[src/rtl/cs_ovr_pkg.sv]
package cs_ovr_pkg;
  localparam int MAX_CS   = 8;
  localparam int SEL_W    = $clog2(MAX_CS);
  localparam int INT_IDX  = 7;
  localparam int POL_LSB  = 0;
  localparam int GATE_BIT = 16;
  localparam int MOSI_BIT = 18;
  localparam int OEN_LSB  = 0;
  localparam int OVAL_LSB = 8;

  typedef enum logic {
    CFG_GLOBAL   = 1'b0,
    CFG_OVERRIDE = 1'b1
  } cfg_addr_e;

  typedef struct packed {
    logic              mosi_idle;
    logic              gate;
    logic [MAX_CS-1:0] pol;
  } glob_cfg_t;

  typedef struct packed {
    logic [MAX_CS-1:0] val;
    logic [MAX_CS-1:0] en;
  } ovr_cfg_t;
endpackage

[src/rtl/cs_cfg_regs.sv]
module cs_cfg_regs
  import cs_ovr_pkg::*;
(
  input  logic        clk,
  input  logic        rst_n,
  input  logic        wr_i,
  input  logic        addr_i,
  input  logic [31:0] wdata_i,
  output glob_cfg_t   glob_q_o,
  output glob_cfg_t   glob_nx_o,
  output ovr_cfg_t    ovr_q_o,
  output ovr_cfg_t    ovr_nx_o
);
  glob_cfg_t glob_q;
  ovr_cfg_t  ovr_q;
  glob_cfg_t glob_nx;
  ovr_cfg_t  ovr_nx;

  logic unused_wdata;
  assign unused_wdata = ^{wdata_i[31:19], wdata_i[17]};

  // next values are forwarded so a write reaches the pins in the same edge
  always_comb begin
    glob_nx = glob_q;
    ovr_nx  = ovr_q;
    if (wr_i && (addr_i == CFG_GLOBAL)) begin
      glob_nx.pol       = wdata_i[POL_LSB +: MAX_CS];
      glob_nx.gate      = wdata_i[GATE_BIT];
      glob_nx.mosi_idle = wdata_i[MOSI_BIT];
    end
    if (wr_i && (addr_i == CFG_OVERRIDE)) begin
      ovr_nx.en  = wdata_i[OEN_LSB +: MAX_CS];
      ovr_nx.val = wdata_i[OVAL_LSB +: MAX_CS];
    end
  end

  always_ff @(posedge clk or negedge rst_n) begin
    if (!rst_n) begin
      glob_q <= '0;
      ovr_q  <= '0;
    end else begin
      glob_q <= glob_nx;
      ovr_q  <= ovr_nx;
    end
  end

  assign glob_q_o  = glob_q;
  assign glob_nx_o = glob_nx;
  assign ovr_q_o   = ovr_q;
  assign ovr_nx_o  = ovr_nx;
endmodule

[src/rtl/cs_hit_decode.sv]
module cs_hit_decode
  import cs_ovr_pkg::*;
(
  input  logic             active_i,
  input  logic [SEL_W-1:0] sel_i,
  output logic [MAX_CS-1:0] hit_o
);
  always_comb begin
    hit_o = '0;
    for (int i = 0; i < MAX_CS; i++) begin
      hit_o[i] = active_i && (sel_i == SEL_W'(i));
    end
  end
endmodule

[src/rtl/cs_line_sel.sv]
module cs_line_sel #(
  parameter int IDX     = 0,
  parameter bit LINE_EN = 1'b1,
  parameter bit NO_OVR  = 1'b0
) (
  input  logic pol_i,
  input  logic oen_i,
  input  logic oval_i,
  input  logic hit_i,
  output logic pin_o,
  output logic act_o
);
  localparam bit TAKE_OVR_OK = !NO_OVR;
  logic take_ovr;
  logic unused_idx;

  assign unused_idx = (IDX < 0);
  assign take_ovr   = TAKE_OVR_OK && oen_i;

  generate
    if (LINE_EN) begin : g_live
      always_comb begin
        if (take_ovr)   pin_o = oval_i;
        else if (hit_i) pin_o = pol_i;
        else            pin_o = ~pol_i;
      end
    end else begin : g_parked
      logic unused_in;
      assign unused_in = take_ovr ^ oval_i ^ hit_i;
      assign pin_o     = ~pol_i;
    end
  endgenerate

  assign act_o = (pin_o == pol_i);
endmodule

[src/rtl/cs_ovr_unit.sv]
module cs_ovr_unit
  import cs_ovr_pkg::*;
#(
  parameter int NUM_CS_CFG = 8
) (
  input  logic        clk,
  input  logic        rst_n,
  input  logic        cfg_wr_i,
  input  logic        cfg_addr_i,
  input  logic [31:0] cfg_wdata_i,
  input  logic        eng_active_i,
  input  logic [2:0]  eng_sel_i,
  output logic [7:0]  ss_o,
  output logic        sclk_en_o,
  output logic        mosi_idle_o
);
  localparam int NUM_CS = (NUM_CS_CFG > MAX_CS) ? MAX_CS : NUM_CS_CFG;

  glob_cfg_t glob_q, glob_nx;
  ovr_cfg_t  ovr_q, ovr_nx;
  logic [MAX_CS-1:0] hit;
  logic [MAX_CS-1:0] pin_d;
  logic [MAX_CS-1:0] act_d;
  logic [MAX_CS-1:0] ss_q;
  logic              sclk_en_q;
  logic              sclk_en_d;

  cs_cfg_regs u_regs (
    .clk      (clk),
    .rst_n    (rst_n),
    .wr_i     (cfg_wr_i),
    .addr_i   (cfg_addr_i),
    .wdata_i  (cfg_wdata_i),
    .glob_q_o (glob_q),
    .glob_nx_o(glob_nx),
    .ovr_q_o  (ovr_q),
    .ovr_nx_o (ovr_nx)
  );

  cs_hit_decode u_dec (
    .active_i(eng_active_i),
    .sel_i   (eng_sel_i),
    .hit_o   (hit)
  );

  for (genvar i = 0; i < MAX_CS; i++) begin : g_line
    cs_line_sel #(
      .IDX    (i),
      .LINE_EN(i < NUM_CS),
      .NO_OVR (i == INT_IDX)
    ) u_line (
      .pol_i (glob_nx.pol[i]),
      .oen_i (ovr_nx.en[i]),
      .oval_i(ovr_nx.val[i]),
      .hit_i (hit[i]),
      .pin_o (pin_d[i]),
      .act_o (act_d[i])
    );
  end

  assign sclk_en_d = !glob_nx.gate || (|act_d);

  always_ff @(posedge clk or negedge rst_n) begin
    if (!rst_n) begin
      ss_q      <= '1;
      sclk_en_q <= 1'b1;
    end else begin
      ss_q      <= pin_d;
      sclk_en_q <= sclk_en_d;
    end
  end

  assign ss_o        = ss_q;
  assign sclk_en_o   = sclk_en_q;
  assign mosi_idle_o = glob_q.mosi_idle;
endmodule

[config.mk]
export PLATFORM = sky130hd
export DESIGN_NAME = cs_ovr_unit
export DESIGN_NICKNAME = d
export VERILOG_FILES = /design/src/rtl/cs_ovr_pkg.sv /design/src/rtl/cs_cfg_regs.sv /design/src/rtl/cs_hit_decode.sv /design/src/rtl/cs_line_sel.sv /design/src/rtl/cs_ovr_unit.sv
export SDC_FILE = /design/constraint.sdc
export NUM_CORES = 1
export LEC_CHECK = 0
export ABC_AREA = 1
export BUFFER_PORTS_ARGS = -buffer_cell sky130_fd_sc_hd__buf_2
export CORE_MARGIN = 2
export CORE_UTILIZATION = 44
export DETAILED_ROUTE_END_ITERATION = 7
export GPL_TIMING_DRIVEN = 0
export PLACE_DENSITY = 0.68
export SLEW_MARGIN = 15
export SYNTH_ARGS = -nofsm -noshare
export SYNTH_HDL_FRONTEND = slang
export SYNTH_SLANG_ARGS = --single-unit
[constraint.sdc]
create_clock -name clk -period 2.83 [get_ports clk]
set_input_delay 0.283 -clock clk [delete_from_list [all_inputs] [get_ports clk]]
set_output_delay 0.283 -clock clk [all_outputs]
set_load 0.05 [all_outputs]
==> results.toml <==
[run_status]
outcome = "complete, no violations"

[drt]
drc_viols = 0
avgRoutedWirePerCell_um = 11.47
avgViaCountPerCell = 4.734
via_count = 1387
postRouteAntennaNets = 0
drt_iter0_drc = 50
drt-pass1-iter-count = 4
finalWirelength_mm = 3.361

[floorplan]
initial_core_util_pct = 45.80
placementRows = 22
coreArea_um2 = 3661
die_y_um = 65.73
die_width_um = 65.73
io_pins = 50
die-area_um2 = 4320

[sta]
finalClockSkew_ns = 0.007077
final_period_minus_worst_setup_slack_ns = 1.338
fin_worst_hold_slack_ns = 0.05474
final_max_slew_viol_count = 0
fin_setup_tns_ns = 0
tightestPinTransition_ns = 0.7303
max_slew_margin_pct = 51.32
hold_viol = 0
setup-violations-final = 0
fin_crit_sh_pct = 47.27
rsz_0062_raised_after_global_routing = "false"
maxClockFrequency_ghz = 0.7475

[final_layout]
flow.area_growth_from_synthesis_pct = 19.48
n_antenna_cell = 0
fin_nets = 284
num-fill-cells = 368
proportion_of_layout_cells_with_a_drive_suffix_above_1_pct = 29.39

[worst_setup_path]
crit_arrival_ns = 1.05
crit_path_cell_trace = "buf_2"
critPathTopFamily = "flip-flops"
worst-setup-path-type = "reg2out"
worst_r2r_endpoint = "sclk_en_o$_DFF_PN1_"
critPathRequiredTime_ns = 2.55
r2r_setup_slack_ns = 1.68
worst-path-max-fanout = 1
worst_path_max_delay_cell = "sky130_fd_sc_hd__dfstp_2"
worst_setup_path_start_kind = "flop"
crit_buf_inv = 1
critical_path.reg2reg.startpoint = "u_regs.ovr_q_o[13]$_DFF_PN0_"
cp_slowest_stage_delay_ns = 0.52
crit_path_start = "ss_o[5]$_DFF_PN1_"
worstSetupEndpointType = "output port"
reg2regPathDepth = 10

[yosys]
syn_nets = 243
post_synth.cell_area_avg_um2 = 8.259
synth_adder_area_share_pct = 0
synth_compound_area_share_pct = 11.57
ys_async_sr_fraction_pct = 100.0
yosys.area.top_type_share_pct = 35.82
netlist_area_um2 = 1677
yosys.cell_count.top_type = "sky130_fd_sc_hd__nand2_1"
postSynth.topFlopCell = "sky130_fd_sc_hd__dfrtp_1"
synth-seq-cells = 33
netlist-cell-type-count = 23
postSynthCellCount = 203
number_of_synthesized_flops_with_an_enable_pin = 0
yosys.area_share.xor_xnor_pct = 3.134
main_combinational_cell_family_by_area_after_synthesis = "simple AND/OR/NAND/NOR gates"
post_synth_most_frequent_cells = "sky130_fd_sc_hd__nand2_1, sky130_fd_sc_hd__inv_1, sky130_fd_sc_hd__dfrtp_1, sky130_fd_sc_hd__nand3_1, sky130_fd_sc_hd__o211ai_1"
yosys_warnings = 0
post-synth-top-area-cell = "sky130_fd_sc_hd__dfrtp_1"
netlist_top_cells_area = "sky130_fd_sc_hd__dfrtp_1, sky130_fd_sc_hd__dfstp_2, sky130_fd_sc_hd__nand2_1"
post_synth_and_or_nand_nor_area_fraction_pct = 25.52
synth_mux_area_share_pct = 1.343
synth.yosys.seq_area_share_pct = 49.93

[place]
hpwlAfterDp_mm = 2.523
place.port_buffers = 34
globalplace.congestion = 0.8227

[power]
internal_power_contribution_w = 0.0008546
power_frac_seq_pct = 44.1
ir_drop_mv = 0.2845
total_switching_power_w = 0.0004327
leakagePower_nw = 1.033
p_per_area_nw_per_um2 = 642.6
p_sw_share_pct = 33.61
share_comb_of_total_power_pct = 27.2
pwr-share-clk_pct = 28.7

[cts]
cts_setup_buffers = 0
clock_sinks = 33
clkLatencyLatePin_ns = 0.28
clkSlewWorstSetupHoldPaths_ns = 0.07
htree_levels = 2
clockBufferDepth = 2
cts_inserted_buffers = 5
holdBufCountCts = 0
cts_repair_resized_insts = 0
clock_tree_from_tritoncts = "built"
cts-root-buf = "sky130_fd_sc_hd__clkbuf_8"

[global_routing]
grt-ovfl-total = 0
grt.total_usage_pct = 17.95
largest_net_degree_at_the_start_of_global_routing = 34
grt_pass1_wl_mm = 5.823
initial_antenna_violation_count = 0
number_of_global_route_vias_before_repair = 1310

[min_path]
class_of_the_most_critical_hold_timing_path = "in2async"

[run]
maxCapViolCount = 0
[per-stage QoR]
step / cells / power, W / setup slack (ns) / utilization [%] / area (um^2)
6_report: 293 / 0.001287 / 1.492 / 54.72 / 2003
3_5_place_dp: 285 / 0.0009302 / 1.294 / 52.08 / 1907
3_3_place_gp: 285 / 0.0009259 / 1.302 / 52.08 / 1907
5_1_grt: 293 / 0.001370 / 1.407 / 54.72 / 2003
4_1_cts: 293 / 0.001305 / 1.484 / 54.72 / 2003
2_1_floorplan: 203 / 0.0008421 / 1.611 / - / 1677
[power groups by stage]
stage	Clock, W	Combinational [W]	Sequential (W)
2_1_floorplan	0	0.000170	0.000672
3_3_place_gp	0	0.000350	0.000576
3_5_place_dp	0	0.000354	0.000576
4_1_cts	0.000381	0.000355	0.000568
5_1_grt	0.000404	0.000393	0.000573
6_report	0.000370	0.000350	0.000568
[metal layers]
layer | vias up | track usage (%) | part of all wire [%] | wire [um]
li1 | 736 | - | - | -
met1 | 609 | 25.14 | 48 | 1625
met2 | 36 | 27.40 | 45 | 1500
met3 | 6 | 4.966 | 5.9 | 197
met4 | 0 | 4.688 | 1.1 | 38
met5 | - | 0 | 0 | 0
[layout by cell type, fill, tap and decap left out, types with 2 or more instances in the layout]
cell type and n:
sky130_fd_sc_hd__nand2_1 59, sky130_fd_sc_hd__buf_2 37, sky130_fd_sc_hd__inv_1 25, sky130_fd_sc_hd__nand3_1 24, sky130_fd_sc_hd__dfrtp_1 24, sky130_fd_sc_hd__o211ai_1 12, sky130_fd_sc_hd__nor2_1 11, sky130_fd_sc_hd__dfstp_2 9
sky130_fd_sc_hd__clkbuf_8 6, sky130_fd_sc_hd__nand2_2 5, sky130_fd_sc_hd__o21ai_2 5, sky130_fd_sc_hd__o21ai_0 5, sky130_fd_sc_hd__xnor2_1 4, sky130_fd_sc_hd__o21ai_1 3, sky130_fd_sc_hd__inv_2 3, sky130_fd_sc_hd__xor2_1 2
sky130_fd_sc_hd__mux2_2 2
[cell type report]
type | count | area (um^2) | share of cell area, %
timing repair buffer | 34 | 170.2 | 8.495
sequential | 33 | 837.1 | 41.79
multi-input combinational | 136 | 696.9 | 34.79
inverter | 29 | 108.9 | 5.434
tap | 48 | 60.06 | 2.998
buffer | 5 | 33.78 | 1.686
clock buffer | 6 | 82.58 | 4.122
clock inverter | 2 | 13.76 | 0.6871
[how the worst max path moves through the flow]
stage,cells past startpoint,end,slack (ns)
after floorplan,11,sclk_en_o$_DFF_PN1_,1.61
after global placement,10,sclk_en_o$_DFF_PN1_,1.30
after detailed placement,10,sclk_en_o$_DFF_PN1_,1.29
after CTS,1,sclk_en_o,1.48
after global routing,12,sclk_en_o$_DFF_PN1_,1.41
final,1,ss_o[5],1.49
[kinds of logic (layout without fill, tap and decap cells)]
family,count (synthesis),in the layout
xor gates and xnor gates,6,6
buffers and inverters,34,76
AOI/OAI and AO/OA,27,27
and+or+nand+nor,101,101
muxes,2,2
DFF,33,33
[sequential cells by signal (all words and copies together) (netlist names)]
name and cells:
sclk_en_o 1, ss_o 8, u_regs.glob_q_o 10, u_regs.ovr_q_o 14
Note: power is estimated with default switching activity, not from simulation.
